### config.mk
export PLATFORM = sky130hd
export DESIGN_NAME = lcd_raster_timing
export DESIGN_NICKNAME = d
export VERILOG_FILES = /design/src/rtl/lcd_tg_pkg.sv /design/src/rtl/lcd_tg_regs.sv /design/src/rtl/lcd_tg_pixdiv.sv /design/src/rtl/lcd_tg_scan.sv /design/src/rtl/lcd_raster_timing.sv
export SDC_FILE = /design/constraint.sdc
export NUM_CORES = 1
export LEC_CHECK = 0
export ABC_AREA = 1
export BUFFER_PORTS_ARGS = -buffer_cell sky130_fd_sc_hd__buf_4
export CAP_MARGIN = 0
export CELL_PAD_IN_SITES_DETAIL_PLACEMENT = 2
export CELL_PAD_IN_SITES_GLOBAL_PLACEMENT = 2
export CORE_UTILIZATION = 39
export CTS_BUF_LIST = sky130_fd_sc_hd__clkbuf_8
export CTS_CLUSTER_SIZE = 10
export DETAILED_ROUTE_END_ITERATION = 8
export PLACE_DENSITY_LB_ADDON = 0.1
export SETUP_SLACK_MARGIN = 0.5
export SLEW_MARGIN = 20
export SYNTH_ARGS = -nofsm -noshare
export SYNTH_HDL_FRONTEND = slang
export SYNTH_SLANG_ARGS = --single-unit
### constraint.sdc
create_clock -name clk -period 14.8 [get_ports clk]
set_input_delay 0.74 -clock clk [delete_from_list [all_inputs] [get_ports clk]]
set_output_delay 0.74 -clock clk [all_outputs]
set_load 0.02 [all_outputs]
### src/rtl/lcd_tg_pkg.sv
// Package: shared widths and the decoded timing configuration record.
// Assumes every scan count fits CNT_W bits (porches and syncs up to 256, line up to 2048).
package lcd_tg_pkg;
    parameter int unsigned DIV_W      = 8;   // divisor field width
    parameter int unsigned CNT_W      = 12;  // scan counter width
    parameter int unsigned PORCH_W    = 8;   // porch field width
    parameter int unsigned SYNC_W     = 6;   // sync width field width
    parameter int unsigned PPL_LO_W   = 6;   // base width code bits
    parameter int unsigned LPP_LO_W   = 10;  // base line code bits
    parameter int unsigned PPL_UNIT_SH = 4;  // width code unit is 16 pixels

    typedef struct packed {
        logic [DIV_W-1:0] div_eff;
        logic [CNT_W-1:0] hsw;
        logic [CNT_W-1:0] hbp;
        logic [CNT_W-1:0] ppl;
        logic [CNT_W-1:0] hfp;
        logic [CNT_W-1:0] vsw;
        logic [CNT_W-1:0] vbp;
        logic [CNT_W-1:0] lines;
        logic [CNT_W-1:0] vfp;
        logic             inv_pix;
        logic             inv_line;
        logic             inv_frame;
        logic             edge_sel_en;
        logic             edge_rise;
    } tg_cfg_t;
endpackage

### src/rtl/lcd_tg_regs.sv
// Module: configuration word store and field decoder.
// Holds only the fields the timing logic uses, converts the coded fields into real counts
// and raises the divisor to its floor. EXT_MODE adds the extra width and line-count bits.
module lcd_tg_regs
    import lcd_tg_pkg::*;
#(
    parameter bit          EXT_MODE = 1'b1,
    parameter int unsigned DIV_MIN  = 2
) (
    input  logic        clk,
    input  logic        rst_n,
    input  logic        wr_en,
    input  logic [1:0]  wr_sel,
    input  logic [31:0] wr_data,
    output tg_cfg_t     cfg
);
    localparam logic [1:0] SEL_DIV  = 2'd0;
    localparam logic [1:0] SEL_HORZ = 2'd1;
    localparam logic [1:0] SEL_VERT = 2'd2;
    localparam logic [1:0] SEL_MISC = 2'd3;
    localparam int unsigned PPL_W = PPL_LO_W + 1;
    localparam int unsigned LPP_W = LPP_LO_W + 1;

    logic [DIV_W-1:0]    div_f;
    logic [PORCH_W-1:0]  hbp_f, hfp_f, vbp_f, vfp_f;
    logic [SYNC_W-1:0]   hsw_f, vsw_f;
    logic [PPL_LO_W-1:0] ppl_lo;
    logic [LPP_LO_W-1:0] lpp_lo;
    logic                ppl_hi, lpp_hi;
    logic                inv_p, inv_l, inv_f, esel, erise;

    // Base field storage written through the select port.
    always_ff @(posedge clk) begin
        if (!rst_n) begin
            div_f <= '0; hbp_f <= '0; hfp_f <= '0; hsw_f <= '0; ppl_lo <= '0;
            vbp_f <= '0; vfp_f <= '0; vsw_f <= '0; lpp_lo <= '0;
            inv_p <= 1'b0; inv_l <= 1'b0; inv_f <= 1'b0; esel <= 1'b0; erise <= 1'b0;
        end else if (wr_en) begin
            case (wr_sel)
                SEL_DIV:  div_f <= wr_data[15:8];
                SEL_HORZ: begin
                    hbp_f  <= wr_data[31:24];
                    hfp_f  <= wr_data[23:16];
                    hsw_f  <= wr_data[15:10];
                    ppl_lo <= wr_data[9:4];
                end
                SEL_VERT: begin
                    vbp_f  <= wr_data[31:24];
                    vfp_f  <= wr_data[23:16];
                    vsw_f  <= wr_data[15:10];
                    lpp_lo <= wr_data[9:0];
                end
                SEL_MISC: begin
                    esel  <= wr_data[25];
                    erise <= wr_data[24];
                    inv_p <= wr_data[22];
                    inv_l <= wr_data[21];
                    inv_f <= wr_data[20];
                end
                default: ;
            endcase
        end
    end

    generate
        if (EXT_MODE) begin : g_ext
            logic ppl_hi_q, lpp_hi_q;
            // Extended high bits of the width and line codes.
            always_ff @(posedge clk) begin
                if (!rst_n) begin
                    ppl_hi_q <= 1'b0;
                    lpp_hi_q <= 1'b0;
                end else if (wr_en) begin
                    if (wr_sel == SEL_HORZ) ppl_hi_q <= wr_data[3];
                    if (wr_sel == SEL_MISC) lpp_hi_q <= wr_data[26];
                end
            end
            assign ppl_hi = ppl_hi_q;
            assign lpp_hi = lpp_hi_q;
        end else begin : g_base
            assign ppl_hi = 1'b0;
            assign lpp_hi = 1'b0;
        end
    endgenerate

    logic [PPL_W-1:0] ppl_code;
    logic [LPP_W-1:0] lpp_code;
    assign ppl_code = {ppl_hi, ppl_lo};
    assign lpp_code = {lpp_hi, lpp_lo};

    // Field decode: coded minus-one values become real counts, divisor gets its floor.
    always_comb begin
        cfg.div_eff     = (div_f < DIV_W'(DIV_MIN)) ? DIV_W'(DIV_MIN) : div_f;
        cfg.hsw         = CNT_W'(hsw_f) + CNT_W'(1);
        cfg.hbp         = CNT_W'(hbp_f) + CNT_W'(1);
        cfg.hfp         = CNT_W'(hfp_f) + CNT_W'(1);
        cfg.ppl         = (CNT_W'(ppl_code) + CNT_W'(1)) << PPL_UNIT_SH;
        cfg.vsw         = CNT_W'(vsw_f) + CNT_W'(1);
        cfg.vbp         = CNT_W'(vbp_f) + CNT_W'(1);
        cfg.vfp         = CNT_W'(vfp_f) + CNT_W'(1);
        cfg.lines       = CNT_W'(lpp_code) + CNT_W'(1);
        cfg.inv_pix     = inv_p;
        cfg.inv_line    = inv_l;
        cfg.inv_frame   = inv_f;
        cfg.edge_sel_en = esel;
        cfg.edge_rise   = erise;
    end
endmodule

### src/rtl/lcd_tg_pixdiv.sv
// Module: pixel clock divider.
// Counts system clocks modulo the effective divisor while running. Gives an end-of-pixel
// strobe, a mid-pixel strobe one clock before the pixel clock rises, and the raw pixel clock.
// Assumes div_eff >= 2. The first period after enable is a full one.
module lcd_tg_pixdiv
    import lcd_tg_pkg::*;
(
    input  logic             clk,
    input  logic             rst_n,
    input  logic             raster_en,
    input  logic [DIV_W-1:0] div_eff,
    output logic             running,
    output logic             pix_stb,
    output logic             mid_stb,
    output logic             pclk_raw
);
    logic [DIV_W-1:0] cnt;
    logic [DIV_W-1:0] half;
    logic [DIV_W-1:0] last;

    assign half = div_eff >> 1;
    assign last = div_eff - DIV_W'(1);

    // Run flag and divide counter, both held clear while disabled.
    always_ff @(posedge clk) begin
        if (!rst_n || !raster_en) begin
            running <= 1'b0;
            cnt     <= '0;
        end else begin
            running <= 1'b1;
            if (running) cnt <= (cnt >= last) ? '0 : cnt + DIV_W'(1);
        end
    end

    // Strobe and raw pixel clock decode.
    always_comb begin
        pix_stb  = running && (cnt >= last);
        mid_stb  = running && (cnt == half - DIV_W'(1));
        pclk_raw = running && (cnt >= half);
    end
endmodule

### src/rtl/lcd_tg_scan.sv
// Module: horizontal and vertical scan counters with region decode.
// The pixel counter advances on each pixel strobe and wraps at the line total. The line
// counter advances on each wrap. Gives syncs that follow the counters directly, copies of the
// syncs taken at mid-pixel, and the active window. Assumes the configuration is stable
// while running.
module lcd_tg_scan
    import lcd_tg_pkg::*;
(
    input  logic             clk,
    input  logic             rst_n,
    input  logic             raster_en,
    input  logic             running,
    input  logic             pix_stb,
    input  logic             mid_stb,
    input  logic [CNT_W-1:0] hsw,
    input  logic [CNT_W-1:0] hbp,
    input  logic [CNT_W-1:0] ppl,
    input  logic [CNT_W-1:0] hfp,
    input  logic [CNT_W-1:0] vsw,
    input  logic [CNT_W-1:0] vbp,
    input  logic [CNT_W-1:0] lines,
    input  logic [CNT_W-1:0] vfp,
    output logic [CNT_W-1:0] hcnt,
    output logic [CNT_W-1:0] vcnt,
    output logic             hs_now,
    output logic             vs_now,
    output logic             hs_mid,
    output logic             vs_mid,
    output logic             de
);
    logic [CNT_W-1:0] h_a0, h_a1, h_last;
    logic [CNT_W-1:0] v_a0, v_a1, v_last;
    logic             h_act, v_act;

    // Region boundaries from the decoded counts.
    always_comb begin
        h_a0   = hsw + hbp;
        h_a1   = h_a0 + ppl;
        h_last = h_a1 + hfp - CNT_W'(1);
        v_a0   = vsw + vbp;
        v_a1   = v_a0 + lines;
        v_last = v_a1 + vfp - CNT_W'(1);
    end

    // Scan counters: pixel per strobe, line per pixel wrap.
    always_ff @(posedge clk) begin
        if (!rst_n || !raster_en) begin
            hcnt <= '0;
            vcnt <= '0;
        end else if (pix_stb) begin
            if (hcnt >= h_last) begin
                hcnt <= '0;
                vcnt <= (vcnt >= v_last) ? '0 : vcnt + CNT_W'(1);
            end else begin
                hcnt <= hcnt + CNT_W'(1);
            end
        end
    end

    // Region decode on the live counters.
    always_comb begin
        hs_now = running && (hcnt < hsw);
        vs_now = running && (vcnt < vsw);
        h_act  = (hcnt >= h_a0) && (hcnt < h_a1);
        v_act  = (vcnt >= v_a0) && (vcnt < v_a1);
        de     = running && h_act && v_act;
    end

    // Sync copies taken at mid-pixel for the rising-edge drive mode.
    always_ff @(posedge clk) begin
        if (!rst_n || !raster_en) begin
            hs_mid <= 1'b0;
            vs_mid <= 1'b0;
        end else if (mid_stb) begin
            hs_mid <= hs_now;
            vs_mid <= vs_now;
        end
    end
endmodule

### src/rtl/lcd_raster_timing.sv
// Module: top of the raster timing generator.
// Joins the configuration store, the pixel divider and the scan counters. Picks the sync
// drive edge and applies the output polarity. Assumes software writes the geometry
// while raster_en is low.
module lcd_raster_timing
    import lcd_tg_pkg::*;
#(
    parameter bit          EXT_MODE = 1'b1,
    parameter int unsigned DIV_MIN  = 2
) (
    input  logic             clk,
    input  logic             rst_n,
    input  logic             wr_en,
    input  logic [1:0]       wr_sel,
    input  logic [31:0]      wr_data,
    input  logic             raster_en,
    output logic             pix_stb,
    output logic             pix_clk,
    output logic             line_clk,
    output logic             frame_clk,
    output logic             active_video,
    output logic [CNT_W-1:0] pixel_count,
    output logic [CNT_W-1:0] line_count
);
    tg_cfg_t cfg;
    logic    running, mid_stb, pclk_raw;
    logic    hs_now, vs_now, hs_mid, vs_mid;
    logic    rise_mode;

    lcd_tg_regs #(.EXT_MODE(EXT_MODE), .DIV_MIN(DIV_MIN)) u_regs (
        .clk(clk), .rst_n(rst_n), .wr_en(wr_en), .wr_sel(wr_sel),
        .wr_data(wr_data), .cfg(cfg)
    );

    lcd_tg_pixdiv u_div (
        .clk(clk), .rst_n(rst_n), .raster_en(raster_en), .div_eff(cfg.div_eff),
        .running(running), .pix_stb(pix_stb), .mid_stb(mid_stb), .pclk_raw(pclk_raw)
    );

    lcd_tg_scan u_scan (
        .clk(clk), .rst_n(rst_n), .raster_en(raster_en), .running(running),
        .pix_stb(pix_stb), .mid_stb(mid_stb),
        .hsw(cfg.hsw), .hbp(cfg.hbp), .ppl(cfg.ppl), .hfp(cfg.hfp),
        .vsw(cfg.vsw), .vbp(cfg.vbp), .lines(cfg.lines), .vfp(cfg.vfp),
        .hcnt(pixel_count), .vcnt(line_count),
        .hs_now(hs_now), .vs_now(vs_now), .hs_mid(hs_mid), .vs_mid(vs_mid),
        .de(active_video)
    );

    // Edge selection and polarity at the panel pins.
    always_comb begin
        rise_mode = cfg.edge_sel_en && cfg.edge_rise;
        pix_clk   = pclk_raw ^ cfg.inv_pix;
        line_clk  = (rise_mode ? hs_mid : hs_now) ^ cfg.inv_line;
        frame_clk = (rise_mode ? vs_mid : vs_now) ^ cfg.inv_frame;
    end
endmodule

==> results.yml, run 1 <==
power:
  finalPower_w: 0.000746
  peakVddDrop_mv: 0.0443
  power_density_nw_per_um2: 71.7
  p_leak_nw: 5.22
job:
  maxCapViolCount: 0
routing:
  routed_via_density: 5.36
  route.detailed.drc: 0
  wl_per_cell_um: 19.7
  drt-pass1-iter-count: 5
  routed-via-count: 9338
  drtIter0Drc: 387
  wl_um: 34400
  ant_nets: 0
finish:
  drive_gt1_frac: 0.0892
  n_fill_cell: 2920
  area_growth_pct: 10.5
  diodes: 0
  nNetsFinal: 1610
  final_cells: 1742
clock_tree:
  cts_made_buffers: 9
  insertion_delay_ns: 0.41
  clk_pin_slew_ns: 0.10
  htreeDepth: 3
  ctsResizeCount: 0
  cts_tree: "done"
  post-cts-setup-buffers: 0
  cts.path.max_buffers: 2
  hold_buffers: 0
  cts-root-buf: "clkbuf_8"
  cts.sinks: 110
sta:
  setup_viol_count_final: 0
  rsz0062_at_grt: "false"
  fmax_ghz: 0.157
  timing_hold_violations_final: 0
  slew_violations: 0
  layout_min_cycle_time_ns: 6.36
  slew_headroom: 0.262
  finalCritPeriodShare: 0.430
  worst_clock_skew_ns: 0.0149
  fin_tns_setup_ns: 0
  worst_slew_pin_slew_ns: 1.11
setup_path:
  worstSetupPathType: "reg2out"
  cp-end-kind: "primary output"
  critPathMaxStageDelay_ns: 0.46
  slowest_stage: "o21ai_0"
  required_ns: 14.06
  start_kind: "register"
  cp.arrival_ns: 5.62
  crit_path_max_fanout: 5
logic_synthesis:
  yosys.area.top_type: "dfxtp_1"
  synth_top_area_share: 0.234
  synthCells: 1364
  postSynthAreaPerCell_sq_um: 6.90
  synth-seq-cells: 110
  synth_fp_nets: 1554
  ys_types: 47
  yosysSeqAreaShare: 0.234
  synth_edf_count: 0
  syn_area_sq_um: 9410
  async_reset_ff_frac: 0
  yosysWarnings: 0
  synth_ff_type: "dfxtp_1"
  synthTopCellsByArea: "dfxtp_1, ha_1, nand2_1"
placement:
  gp_congestion: 0.849
  port_buffers: 66
  dp_cells: 1728
  dpl.hpwl_um: 28000
global_route:
  overflow: 0
  grt_max_degree: 77
  grt_pass1_wl_um: 54300
  track_usage: 0.287
  grt_pass1_vias: 10000
  antenna_found_initial: 0
hold_path:
  hold_class: "reg2reg"
floorplan:
  io_pins: 67
  initial_core_util: 0.400
  row_count: 56
  coreArea_sq_um: 23500
  die_w_um: 157
  die_h_um: 157
  die-area_sq_um: 24800
run_status:
  status: "finished, final reports clean"
cell usage after synthesis, drive strengths merged, types with 11 or more instances:
master,count
nand2,259
nor2,205
inv,173
ha,146
a21oi,118
dfxtp,110
o21ai,101
xor2,63
nand3,59
clkbuf,21
nand4,20
xnor2,19
nor3,18
o21bai,11
where the power goes:
group | switching, W | internal, W
Combinational | 0.000158 | 0.0000904
Sequential | 0.0000111 | 0.000307
Clock | 0.000117 | 0.0000621
Total | 0.000287 | 0.000459
sequential cells by signal, summed over array words and instances (netlist names), 6 cells and up:
signal,flops
u_regs.hbp_f,8
u_regs.vbp_f,8
u_scan.vcnt,12
u_regs.ppl_lo,6
u_div.cnt,8
u_regs.hsw_f,6
u_regs.vsw_f,6
u_regs.hfp_f,8
u_scan.hcnt,12
u_regs.lpp_lo,10
u_regs.vfp_f,8
u_regs.div_f,8
cell type report:
class / instances / area (sq um) / share of cell area
tap: 319 / 399 / 0.0384
timing repair buffer: 72 / 541 / 0.0520
sequential: 110 / 2200 / 0.212
inverter: 173 / 649 / 0.0624
clock buffer: 9 / 124 / 0.0119
clock inverter: 5 / 45.0 / 0.00433
multi-input combinational: 1054 / 6440 / 0.619
layer usage:
layer	up-vias	routed length [um]	track usage
met3	38	1140	0.0407
met1	4600	16000	0.367
met4	0	709	0.0791
li1	4569	-	-
met5	-	0	0
met2	131	16600	0.500
critical path, delay by kind of cell (launching register included):
kind | cells | cell delay (ns)
xor+xnor | 2 | 0.52
compound gates | 4 | 1.18
simple gates | 10 | 1.40
flops | 1 | 0.42
fa+ha+maj | 4 | 1.20
buf+inv | 5 | 0.53
placed cells by master, fill, tap and decap left out, types with 3 or more instances in the layout:
master    netlist  final
nor2_1        195    195
xnor2_1        17     17
o21ai_1        12     12
ha_1          146    146
nand2_2         7      7
o21a_1          4      4
dfxtp_1       110    110
nand3_1        58     58
nor2_2          9      9
xor2_1         62     62
a21oi_1       118    118
inv_1         160    160
inv_2          13     13
o21bai_1       11     11
nand2_1       250    250
o211ai_1        3      3
fa_1            6      6
nand3b_1        6      6
buf_4           2     72
clkbuf_8        0      9
nor3_1         15     15
nand4_1        19     19
o21ai_0        88     88
logic make-up after synthesis:
kind of cell	after synthesis	synth area share
adders and majority gates	152	0.207
xor gates and xnor gates	82	0.0787
AOI/OAI and AO/OA	247	0.140
and+or+nand+nor	573	0.259
buffers and inverters	200	0.0817
DFF	110	0.234
path summary, 6_finish.rpt:
check                        from        endpoint  slack (ns)  depth (start not counted)
setup / recovery  u_regs.hsw_f[0]    active_video        8.44                         25
hold / removal       u_regs.erise    u_regs.erise        0.47                          2
setup reg to reg  u_regs.hsw_f[2]  u_scan.vcnt[9]        8.48                         33
hold reg to reg      u_regs.erise    u_regs.erise        0.47                          2
per-stage QoR:
step	cell area (sq um)	worst slack (ns)	hold WS (ns)	util
6_report	10400	8.44	0.469	0.442
5_1_grt	10400	7.91	0.496	0.442
4_1_cts	10400	8.39	0.469	0.442
3_5_place_dp	10200	8.51	0.454	0.435
3_3_place_gp	10200	8.72	0.436	0.435
2_1_floorplan	9410	9.95	0.424	-
Power figures use the tool's default switching activity.
==> inputs of run 2 (changes only) <==
Settings changed: CORE_UTILIZATION 39 to 32.
Clock period 14.8 ns to 5.5 ns, I/O delays scaled along.
==> run 2 against run 1 <==
Compared with the run above:
- register-to-register slack worse by 8.3 ns
- highest routed layer unchanged
- global-route usage is 4.2 points lower
- first-iteration DRC count is 9.3% lower
- worst setup slack worse by 8.4 ns
==> results.yml, run 2 (same netlist as run 1, synthesis figures left out) <==
floorplan:
  row_count: 62
  die-area_sq_um: 30100
  die_h_um: 174
  coreArea_sq_um: 28900
  initial_core_util: 0.326
  io_pins: 67
  die_w_um: 174
setup_path:
  worstSetupPathType: "reg2out"
  crit_path_max_fanout: 3
  cp-startpoint: "u_regs.vsw_f[0]"
  required_ns: 5.22
  cp-end-kind: "primary output"
  timing.rr.start: "u_regs.hsw_f[2]"
  cp.arrival_ns: 5.16
  start_kind: "register"
power:
  finalPower_w: 0.00233
  p_leak_nw: 5.89
  peakVddDrop_mv: 0.127
  power_density_nw_per_um2: 187
finish:
  layout_common_cells: "nand2_1, nor2_1, buf_4"
  drive_gt1_frac: 0.267
  final_common_cell: "nand2_1"
  nNetsFinal: 1707
  top_regs: "u_scan.hcnt x12, u_scan.vcnt x12, u_regs.lpp_lo x10"
  n_fill_cell: 3411
  diodes: 0
  area_growth_pct: 32.4
routing:
  route.detailed.drc: 0
  wl_um: 39800
  drt-pass1-iter-count: 4
  ant_nets: 0
  routed-via-count: 9846
  wl_per_cell_um: 20.9
  routed_via_density: 5.17
  drtIter0Drc: 351
sta:
  timing_hold_violations_final: 0
  worst_clock_skew_ns: 0.0158
  finalCritPeriodShare: 0.989
  worst_slew_pin_slew_ns: 0.720
  fmax_ghz: 0.184
  layout_min_cycle_time_ns: 5.44
  slew_headroom: 0.520
  rsz0062_at_grt: "true"
  slew_violations: 0
  fin_tns_setup_ns: 0
  setup_viol_count_final: 0
run_status:
  status: "finished, final reports clean"
global_route:
  grt_pass1_wl_um: 57600
  overflow: 0
  track_usage: 0.246
  antenna_found_initial: 0
  grt_pass1_vias: 10600
  grt_max_degree: 77
clock_tree:
  cts.sinks: 110
  insertion_delay_ns: 0.41
  cts-root-buf: "clkbuf_8"
  hold_buffers: 0
  cts_tree: "done"
  clk_pin_slew_ns: 0.12
  cts.path.max_buffers: 2
  htreeDepth: 3
  cts_made_buffers: 9
placement:
  port_buffers: 66
  gp_congestion: 0.812
  dpl.hpwl_um: 28300
hold_path:
  hold_start: "wr_data[2]"
  hold_class: "in2reg"
job:
  maxCapViolCount: 0
-- run 2: cell count changes in the layout (fill, tap and decap cells not counted), moves of 12 or more --
cell / previous run / this run
a21oi_1: 118 / 85
a21oi_2: 0 / 28
buf_4: 72 / 155
ha_1: 146 / 122
ha_4: 0 / 23
inv_1: 160 / 144
inv_2: 13 / 29
nand2_1: 250 / 221
nand2_2: 7 / 28
nor2_1: 195 / 172
nor2_4: 1 / 14
xor2_1: 62 / 45
xor2_2: 1 / 13
-- run 2: what timing repair did --
| item | 4_1_cts | 5_1_grt |
|---|---|---|
| gates resized for setup | 109 | 141 |
| gates cloned | 0 | 0 |
| buffers inserted | 26 | 29 |
| setup endpoints to repair | 25 | 25 |
| pin swaps | 48 | 74 |
-- run 2: path summary, 6_finish.rpt --
| check | endpoint | slack, ns | depth (start not counted) |
|---|---|---|---|
| worst max-delay path | active_video | 0.06 | 27 |
| worst min register to register | u_regs.esel | 0.47 | 2 |
| worst max register to register | u_scan.vcnt[9] | 0.16 | 35 |
| worst min-delay path | u_regs.lpp_lo[2] | 0.09 | 3 |
-- run 2: cell type report --
| type | count | area, sq um | area share |
|---|---|---|---|
| Multi-Input combinational cell | 1054 | 7560 | 0.606 |
| Tap cell | 384 | 480 | 0.0385 |
| Clock buffer | 9 | 124 | 0.00993 |
| Clock inverter | 7 | 80.1 | 0.00642 |
| Timing Repair Buffer | 169 | 1360 | 0.109 |
| Sequential cell | 110 | 2220 | 0.178 |
| Inverter | 173 | 649 | 0.0521 |
-- run 2: where the power goes --
| group | total, W | switching, W | internal [W] |
|---|---|---|---|
| registers | 0.000860 | 0.0000347 | 0.000825 |
| logic | 0.000913 | 0.000539 | 0.000373 |
| clock network | 0.000554 | 0.000337 | 0.000217 |
-- run 2: critical path: stages (launching register included) --
cell and delay (ns):
dfxtp_4 0.40, nand3_4 0.11, nand3b_1 0.25, xor2_2 0.23, inv_2 0.09, ha_4 0.26, inv_1 0.06, buf_6 0.13
nor3_4 0.15, nand2_2 0.11, o311ai_4 0.09, xor2_1 0.30, inv_1 0.14, ha_4 0.29, buf_6 0.10, nand2_4 0.06
nor2_4 0.14, nand3_2 0.11, nand3_2 0.10, nand2_2 0.07, nor2_4 0.14, inv_2 0.05, ha_4 0.21, a2111o_1 0.51
a21oi_2 0.17, nand3_2 0.17, nor2_2 0.16, buf_6 0.13
-- run 2: metrics by stage --
stage	cells	hold slack (ns)	worst slack (ns)	utilization	area, sq um
2_1_floorplan	1364	0.410	0.650	-	9410
3_3_place_gp	1835	0.432	0.0151	0.369	10700
3_5_place_dp	1835	0.446	-0.217	0.369	10700
4_1_cts	1877	0.0629	0.312	0.403	11600
5_1_grt	1906	0.0826	-0.131	0.432	12500
6_report	1906	0.0852	0.0630	0.432	12500
-- run 2: metal layers --
layer,wire length (um),vias up,GRT usage
li1,-,4745,-
met2,20300,136,0.448
met3,1110,42,0.0243
met5,0,-,0
met1,17600,4923,0.311
met4,709,0,0.0490
